`src/rtl/aux_addr_pkg.sv`:
```
package aux_addr_pkg;

    typedef enum logic [1:0] {
        STEP_HOLD = 2'd0,
        STEP_INC  = 2'd1,
        STEP_DEC  = 2'd2,
        STEP_LOAD = 2'd3
    } step_e;

endpackage

```
`src/rtl/aux_step.sv`:
```
module aux_step
    import aux_addr_pkg::*;
#(
    parameter int AR_W  = 16,
    parameter int MOD_W = 9,
    parameter int IMM_W = 8
) (
    input  step_e              step,
    input  logic [AR_W-1:0]    cur,
    input  logic [IMM_W-1:0]   imm,
    output logic [AR_W-1:0]    nxt
);

    logic [MOD_W-1:0] low_cur;
    logic [MOD_W-1:0] low_inc;
    logic [MOD_W-1:0] low_dec;

    always_comb begin
        low_cur = cur[MOD_W-1:0];
        low_inc = low_cur + MOD_W'(1);
        low_dec = low_cur - MOD_W'(1);
        nxt     = cur;
        case (step)
            STEP_INC:  nxt[MOD_W-1:0] = low_inc;
            STEP_DEC:  nxt[MOD_W-1:0] = low_dec;
            STEP_LOAD: nxt = AR_W'(imm);
            default:   nxt = cur;
        endcase
    end

endmodule

```
`src/rtl/aux_addr_form.sv`:
```
module aux_addr_form #(
    parameter int ADDR_W = 8
) (
    input  logic [ADDR_W-1:0] op_lo,
    input  logic              page_bit,
    input  logic              sst_mode,
    input  logic [ADDR_W-1:0] ind_addr,
    output logic [ADDR_W-1:0] addr,
    output logic              is_ind
);

    localparam int OFS_W = ADDR_W - 1;

    always_comb begin
        is_ind = op_lo[ADDR_W-1];
        if (is_ind)
            addr = ind_addr;
        else if (sst_mode)
            addr = {1'b1, op_lo[OFS_W-1:0]};
        else
            addr = {page_bit, op_lo[OFS_W-1:0]};
    end

endmodule

```
`src/rtl/aux_addr_gen.sv`:
```
module aux_addr_gen
    import aux_addr_pkg::*;
#(
    parameter int AR_W   = 16,
    parameter int MOD_W  = 9,
    parameter int ADDR_W = 8,
    parameter int NUM_AR = 2,
    localparam int PTR_W = (NUM_AR > 1) ? $clog2(NUM_AR) : 1
) (
    input  logic                     clk,
    input  logic                     rst_n,
    input  logic                     acc_valid,
    input  logic [ADDR_W-1:0]        op_lo,
    input  logic                     page_bit,
    input  logic                     sst_mode,
    input  logic                     loop_req,
    input  logic                     ldi_valid,
    input  logic [PTR_W-1:0]         ldi_sel,
    output logic [ADDR_W-1:0]        mem_addr,
    output logic [NUM_AR*AR_W-1:0]   aux_flat,
    output logic [PTR_W-1:0]         ptr_q,
    output logic                     loop_taken
);

    localparam int INC_BIT  = 5;
    localparam int DEC_BIT  = 4;
    localparam int KEEP_BIT = 3;

    typedef struct packed {
        logic [NUM_AR-1:0][AR_W-1:0] aux;
        logic [PTR_W-1:0]            ptr;
    } state_t;

    state_t st_q, st_d;

    step_e            step   [NUM_AR];
    logic [AR_W-1:0]  nxt    [NUM_AR];
    logic [AR_W-1:0]  sel_cur;
    step_e            ind_step;
    logic             is_ind;
    logic             do_acc;

    // Register currently addressed by the pointer
    always_comb begin
        sel_cur = '0;
        for (int i = 0; i < NUM_AR; i++)
            if (st_q.ptr == PTR_W'(i)) sel_cur = st_q.aux[i];
    end

    aux_addr_form #(.ADDR_W(ADDR_W)) u_form (
        .op_lo    (op_lo),
        .page_bit (page_bit),
        .sst_mode (sst_mode),
        .ind_addr (sel_cur[ADDR_W-1:0]),
        .addr     (mem_addr),
        .is_ind   (is_ind)
    );

    // Step decode with fixed strobe priority
    always_comb begin
        do_acc = acc_valid && !ldi_valid && !loop_req;
        case ({op_lo[INC_BIT], op_lo[DEC_BIT]})
            2'b10:   ind_step = STEP_INC;
            2'b01:   ind_step = STEP_DEC;
            default: ind_step = STEP_HOLD;
        endcase
        for (int i = 0; i < NUM_AR; i++) begin
            step[i] = STEP_HOLD;
            if (ldi_valid) begin
                if (ldi_sel == PTR_W'(i)) step[i] = STEP_LOAD;
            end else if (loop_req) begin
                if (st_q.ptr == PTR_W'(i)) step[i] = STEP_DEC;
            end else if (acc_valid && is_ind) begin
                if (st_q.ptr == PTR_W'(i)) step[i] = ind_step;
            end
        end
    end

    genvar g;
    generate
        for (g = 0; g < NUM_AR; g++) begin : g_ar
            aux_step #(.AR_W(AR_W), .MOD_W(MOD_W), .IMM_W(ADDR_W)) u_step (
                .step (step[g]),
                .cur  (st_q.aux[g]),
                .imm  (op_lo),
                .nxt  (nxt[g])
            );
        end
    endgenerate

    // Next-state
    always_comb begin
        st_d = st_q;
        for (int i = 0; i < NUM_AR; i++)
            st_d.aux[i] = nxt[i];
        if (do_acc && is_ind && !sst_mode && !op_lo[KEEP_BIT])
            st_d.ptr = op_lo[PTR_W-1:0];
    end

    always_ff @(posedge clk or negedge rst_n) begin
        if (!rst_n) st_q <= '0;
        else        st_q <= st_d;
    end

    always_comb begin
        for (int i = 0; i < NUM_AR; i++)
            aux_flat[i*AR_W +: AR_W] = st_q.aux[i];
        ptr_q      = st_q.ptr;
        loop_taken = loop_req && !ldi_valid && (sel_cur[MOD_W-1:0] != '0);
    end

    // Assertions
    generate
        for (g = 0; g < NUM_AR; g++) begin : g_chk
            assert_upper_keep_R4: assert property (@(posedge clk) disable iff (!rst_n)
                !$past(ldi_valid) |->
                    (st_q.aux[g][AR_W-1:MOD_W] == $past(st_q.aux[g][AR_W-1:MOD_W])));
        end
    endgenerate

    assert_cancel_hold_R5: assert property (@(posedge clk) disable iff (!rst_n)
        $past(acc_valid && !ldi_valid && !loop_req && op_lo[ADDR_W-1]
              && op_lo[INC_BIT] && op_lo[DEC_BIT]) |-> (st_q.aux == $past(st_q.aux)));

    assert_direct_page_R2: assert property (@(posedge clk) disable iff (!rst_n)
        (!op_lo[ADDR_W-1] && !sst_mode) |-> (mem_addr[ADDR_W-1] == page_bit));

    assert_sst_ptr_R7: assert property (@(posedge clk) disable iff (!rst_n)
        $past(acc_valid && sst_mode && !ldi_valid && !loop_req) |-> (st_q.ptr == $past(st_q.ptr)));

    assert_loop_dec_R8: assert property (@(posedge clk) disable iff (!rst_n)
        $past(loop_req && !ldi_valid) |->
            (sel_cur[MOD_W-1:0] == MOD_W'($past(sel_cur[MOD_W-1:0]) - MOD_W'(1))));

    assert_idle_hold_R11: assert property (@(posedge clk) disable iff (!rst_n)
        $past(!acc_valid && !ldi_valid && !loop_req) |-> $stable(st_q));

endmodule

```
`config.mk`:
```
export PLATFORM = sky130hd
export DESIGN_NAME = aux_addr_gen
export DESIGN_NICKNAME = d
export VERILOG_FILES = /design/src/rtl/aux_addr_pkg.sv /design/src/rtl/aux_step.sv /design/src/rtl/aux_addr_form.sv /design/src/rtl/aux_addr_gen.sv
export SDC_FILE = /design/constraint.sdc
export NUM_CORES = 1
export LEC_CHECK = 0
export BUFFER_PORTS_ARGS = -buffer_cell sky130_fd_sc_hd__buf_2
export CAP_MARGIN = 20
export CORE_ASPECT_RATIO = 1.1
export CORE_MARGIN = 2
export CORE_UTILIZATION = 40
export CTS_BUF_LIST = sky130_fd_sc_hd__clkbuf_2 sky130_fd_sc_hd__clkbuf_4 sky130_fd_sc_hd__clkbuf_8
export DETAILED_ROUTE_END_ITERATION = 10
export GPL_TIMING_DRIVEN = 0
export MAX_ROUTING_LAYER = met4
export PLACE_DENSITY = 0.72
export SYNTH_ARGS = -nofsm -noshare
export SYNTH_HDL_FRONTEND = slang
export SYNTH_SLANG_ARGS = --single-unit
```
`constraint.sdc`:
```
create_clock -name clk -period 6.6 [get_ports clk]
set_input_delay 0.33 -clock clk [delete_from_list [all_inputs] [get_ports clk]]
set_output_delay 0.33 -clock clk [all_outputs]
set_load 0.05 [all_outputs]
```
Yosys cells after proc, flatten, opt, wreduce, memory -nomap -nowiden
Cells that the tools add are included.
{"block": "totals", "regBits": 19, "output_inout_bits": 42, "elab_cells": 48}
{"block": "classes", "add_sub_neg": 4, "n_eq_ne": 8, "mux": 18, "n_reduce_logical": 15}
{"cell": "$pmux W9 S3", "count": 2}
{"cell": "$mux W2", "count": 12}
{"cell": "$add A9 B1 Y9 const B", "count": 2}
{"cell": "$sub A9 B1 Y9 const B", "count": 2}
{"cell": "$mux W8", "count": 2}
{"cell": "$eq A2 B2 Y1 const B", "count": 5}
{"cell": "$mux W9", "count": 1}
{"cell": "$reduce_bool A9 Y1", "count": 1}
{"cell": "$logic_and A1 B1 Y1", "count": 8}
{"cell": "$eq A2 B1 Y1 const B", "count": 3}
{"cell": "$reduce_bool A3 Y1", "count": 2}
{"cell": "$logic_not A1 Y1", "count": 4}
{"cell": "$pmux W2 S2", "count": 1}

Logic depth before layout (Yosys ltp)
{"block": "depth", "ltp_word": 8, "depth_mapped": 10}

Hierarchy
Synthesis repeated with hierarchy kept, for this count alone.
{"block": "hier_totals", "cells_unflattened": 311, "area_unflattened_um2": 2967.8}
{"module": "aux_addr_gen", "instances": 1, "cells_each": 66, "area_per_inst_um2": 1148.6, "seq_area_each_um2": 825.8}
{"module": "aux_step (g_ar[1].u_step)", "instances": 1, "cells_each": 116, "area_per_inst_um2": 850.8, "seq_area_each_um2": 0.0}
{"module": "aux_step (g_ar[0].u_step)", "instances": 1, "cells_each": 117, "area_per_inst_um2": 832.0, "seq_area_each_um2": 0.0}
{"module": "aux_addr_form", "instances": 1, "cells_each": 12, "area_per_inst_um2": 136.4, "seq_area_each_um2": 0.0}

Worst setup path after synthesis
No wires, ideal clock.
{"block": "synth_timing", "kind": "flip-flop to flip-flop", "from": "reg st_q (netlist bit ptr_q)", "to": "reg st_q (netlist bit aux_flat[22])", "setup_time_ps": 82, "t_arrival_ps": 2628, "t_required_ps": 6518, "setup_slack_ps": 3890, "path_stages_with_launch": 11, "path_buffers": 1, "period_less_slack_ps": 2710, "path_cell_list": "dfrtp_1 -> buf_2 -> nor2b_1 -> o21ai_0 -> xnor2_1 -> ha_1 -> nor2_1 -> o211ai_1 -> o32a_1 -> or3_1 -> a31oi_1"}
{"block": "synth_between", "elab_chain_cells": 6}
{"element": "from (decl)", "line_no": "aux_addr_gen.sv:34", "rtl": "state_t st_q, st_d;"}
{"element": "from (signal assigned)", "line_no": "aux_addr_gen.sv:102", "rtl": "else st_q <= st_d;"}
{"element": "$mux W2", "line_no": "aux_addr_gen.sv:74", "rtl": "if (st_q.ptr == PTR_W'(i)) step[i] = ind_step;"}
{"element": "$mux W2", "line_no": "aux_addr_gen.sv:73", "rtl": "end else if (acc_valid && is_ind) begin"}
{"element": "$mux W2 *", "line_no": "aux_addr_gen.sv:71", "rtl": "end else if (loop_req) begin"}
{"element": "$mux W2 *", "line_no": "aux_addr_gen.sv:69", "rtl": "if (ldi_valid) begin"}
{"element": "$eq A2 B2 Y1, or another cell as far along"}
{"element": "$pmux W9 S3 / $reduce_bool A3 Y1 (equally long branches)"}
Mark *: on every way between the ends. The rest lies on a longest branch, timed or not.
A chain may end at the register's enable or synchronous reset.

Final worst setup path
{"block": "layout_timing", "from": "reg st_q (netlist bit ptr_q)", "to": "reg st_q (netlist bit aux_flat[6])"}
Same word-level chain as after synthesis.

==> flow_summary.json <==
{
  "status": "finished, violations left",
  "worstSetupStartpointType": "flip-flop",
  "drive_above_1_share": 0.238,
  "end_kind": "flip-flop",
  "cts_setup_buffers": 0,
  "vias": 1829,
  "start_util": 0.412,
  "finalSetupTns_ns": 0,
  "grt_max_degree": 20,
  "final_common_cell": "buf_2",
  "whs_ns": -0.00241,
  "synth_cell_type_count": 55,
  "slew_headroom": 0.530,
  "synth_area_um2": 1770,
  "fillers": 436,
  "p_sw_frac": 0.539,
  "dieHeight_um": 73.7,
  "drt_iter0_drc": 95,
  "drtAntennaViolNets": 0,
  "seqPwrFrac": 0.283,
  "route.detailed.drc": 0,
  "overflow": 0,
  "syn_inst": 227,
  "path_clk_slew_ns": 0.08,
  "grt_pass1_vias": 1663,
  "cp_max_fo": 10,
  "area_growth_syn_to_layout_pct": 21.1,
  "finalCritPeriodShare": 0.412,
  "n_antenna_cell": 0,
  "p_leak_nw": 0.937,
  "worstHoldPathType": "in -> async",
  "ys_ff_latch": 19,
  "violations": "hold timing",
  "p_switching_mw": 0.327,
  "fin_crit_ns": 2.72,
  "setup_viol": 0,
  "drv_cap": 0,
  "r2r_setup_slack_ns": 3.88,
  "cts_tree": "built",
  "final_area_um2": 2140,
  "synth-async-reset-ratio": 1.00,
  "clock_skew_ns": 0.00975,
  "drv_slew": 0,
  "placed_area_um2": 2090,
  "multi_input_area_um2": 1160,
  "core_um2": 4290,
  "viasPerCell": 5.38,
  "gp_congestion": 0.934,
  "rsz0062_at_grt": "false",
  "tightestPinTransition_ns": 0.700,
  "hpwl_mm": 3.80,
  "worstSetupPathType": "reg -> reg",
  "grt_usage": 0.218,
  "utilization": 0.499,
  "arrival_ns": 2.87,
  "required_ns": 6.75,
  "pwr-share-comb": 0.574,
  "ys_warn_count": 0,
  "postCtsHoldBufs": 0,
  "dieWidth_um": 67.4,
  "place_inst": 336,
  "io_pins": 58,
  "dr.pass1.iters": 4,
  "crit-reg2reg-capture": "aux_flat[6]",
  "synth_edf_count": 0,
  "wl_per_cell_um": 14.8,
  "cts_root_buffer": "clkbuf_8",
  "synth.avg_cell_area_um2": 7.78,
  "antenna_found_initial": 0,
  "cts.sinks": 19,
  "final_cell_mix": "buf_2 (44), nor2_1 (24), nand2_1 (20)",
  "clkPwrFrac": 0.143,
  "insertion_delay_ns": 0.27,
  "design.final.nets": 305,
  "ys_seq_area_frac": 0.269,
  "r2r_cells": 10,
  "powerDensity_nw_per_um2": 283,
  "wirelength_mm": 5.02,
  "num_rows": 25,
  "cts_htree_levels": 1,
  "final_hold_viol_count": 7,
  "regArea_um2": 475,
  "peakVddDrop_v": 0.000200,
  "io_buffers": 42,
  "worstReg2RegStart": "ptr_q",
  "ys.flop_type": "dfrtp_1",
  "numCtsBuffers": 3,
  "die-area_um2": 4960,
  "postCtsResizedCells": 0,
  "fmax_ghz": 0.367,
  "grt_pass1_wl_mm": 8.04,
  "fin_cells": 340,
  "clock_path_buffers": 2,
  "internal-power_mw": 0.279
}
cell usage after synthesis (3+ instances only):
cell type	instances	area [µm²]
dfrtp_1	19	475
a22oi_1	3	22.5
nor2_1	24	90.1
xnor2_1	8	70.1
nor3_1	10	50.1
a21oi_1	13	65.1
nand2_1	20	75.1
inv_1	3	11.3
or3_1	8	50.1
buf_4	14	105
clkbuf_1	10	37.5
a31oi_1	5	31.3
nand3_1	7	35.0
o21a_1	4	30.0
o21ai_0	15	75.1
mux2i_1	11	110
nor2b_1	4	25.0
kinds of logic (layout without fill, tap and decap cells):
kind of cell / count (synthesis) / in the layout / synth area share
fa+ha+maj: 2 / 2 / 0.0142
simple gates: 93 / 93 / 0.274
mux: 12 / 12 / 0.0687
other cells: 1 / 14 / 0.00212
xor+xnor: 10 / 10 / 0.0496
compound gates: 58 / 58 / 0.219
buf+inv: 32 / 78 / 0.103
flops: 19 / 19 / 0.269
layer usage:
| metal | global-route usage | up-vias | routed length (µm) |
|---|---|---|---|
| met3 | 0.0199 | 6 | 370 |
| met4 | 0.0612 | 0 | 61 |
| met2 | 0.331 | 79 | 2290 |
| met1 | 0.308 | 826 | 2290 |
| li1 | - | 918 | - |
| met5 | - | - | 0 |
sequential cells by signal, indices dropped and copies added (netlist names):
signal,count
ptr_q,1
aux_flat,18
worst max path at each step:
stage | startpoint | endpoint | slack (ns) | cells after the start
2_1_floorplan | ptr_q | aux_flat[22] | 3.89 | 10
3_3_place_gp | op_lo[5] | aux_flat[6] | 3.77 | 11
3_5_place_dp | op_lo[5] | aux_flat[6] | 3.71 | 11
4_1_cts | ptr_q | aux_flat[6] | 3.89 | 10
5_1_grt | ptr_q | aux_flat[6] | 3.67 | 10
6_report | ptr_q | aux_flat[6] | 3.88 | 10
critical path, stage by stage, from the launching register on:
cell	delay, ns
dfrtp_1	0.38
buf_2	0.18
nor2_1	0.20
o21ai_0	0.27
xnor2_1	0.24
ha_1	0.29
nand3_1	0.09
or4_1	0.48
o31ai_2	0.22
xnor2_1	0.14
o21ai_0	0.08
stage by stage:
stage | worst slack (ns) | power, mW | hold WS (ns)
after floorplan | 3.89 | 0.439 | 0.0344
final | 3.88 | 0.607 | -0.00241
after global routing | 3.67 | 0.644 | 0.0268
after detailed placement | 3.71 | 0.521 | 0.308
after CTS | 3.89 | 0.607 | 0.0133
after global placement | 3.77 | 0.517 | 0.302
power by group through the flow:
stage          clock, mW  sequential, mW  combinational [mW]
5_1_grt           0.0945           0.177               0.372
3_3_place_gp           0           0.173               0.344
4_1_cts           0.0874           0.172               0.348
6_report          0.0865           0.172               0.348
3_5_place_dp           0           0.174               0.347
2_1_floorplan          0           0.251               0.188
final cells by class:
type | count | area share
Buffer | 29 | 0.0801
Clock buffer | 3 | 0.0193
Clock inverter | 1 | 0.00234
Inverter | 3 | 0.00526
Multi-Input combinational cell | 189 | 0.541
Sequential cell | 19 | 0.222
Tap cell | 54 | 0.0316
Timing Repair Buffer | 42 | 0.0982
(Power assumes the default switching activity.)
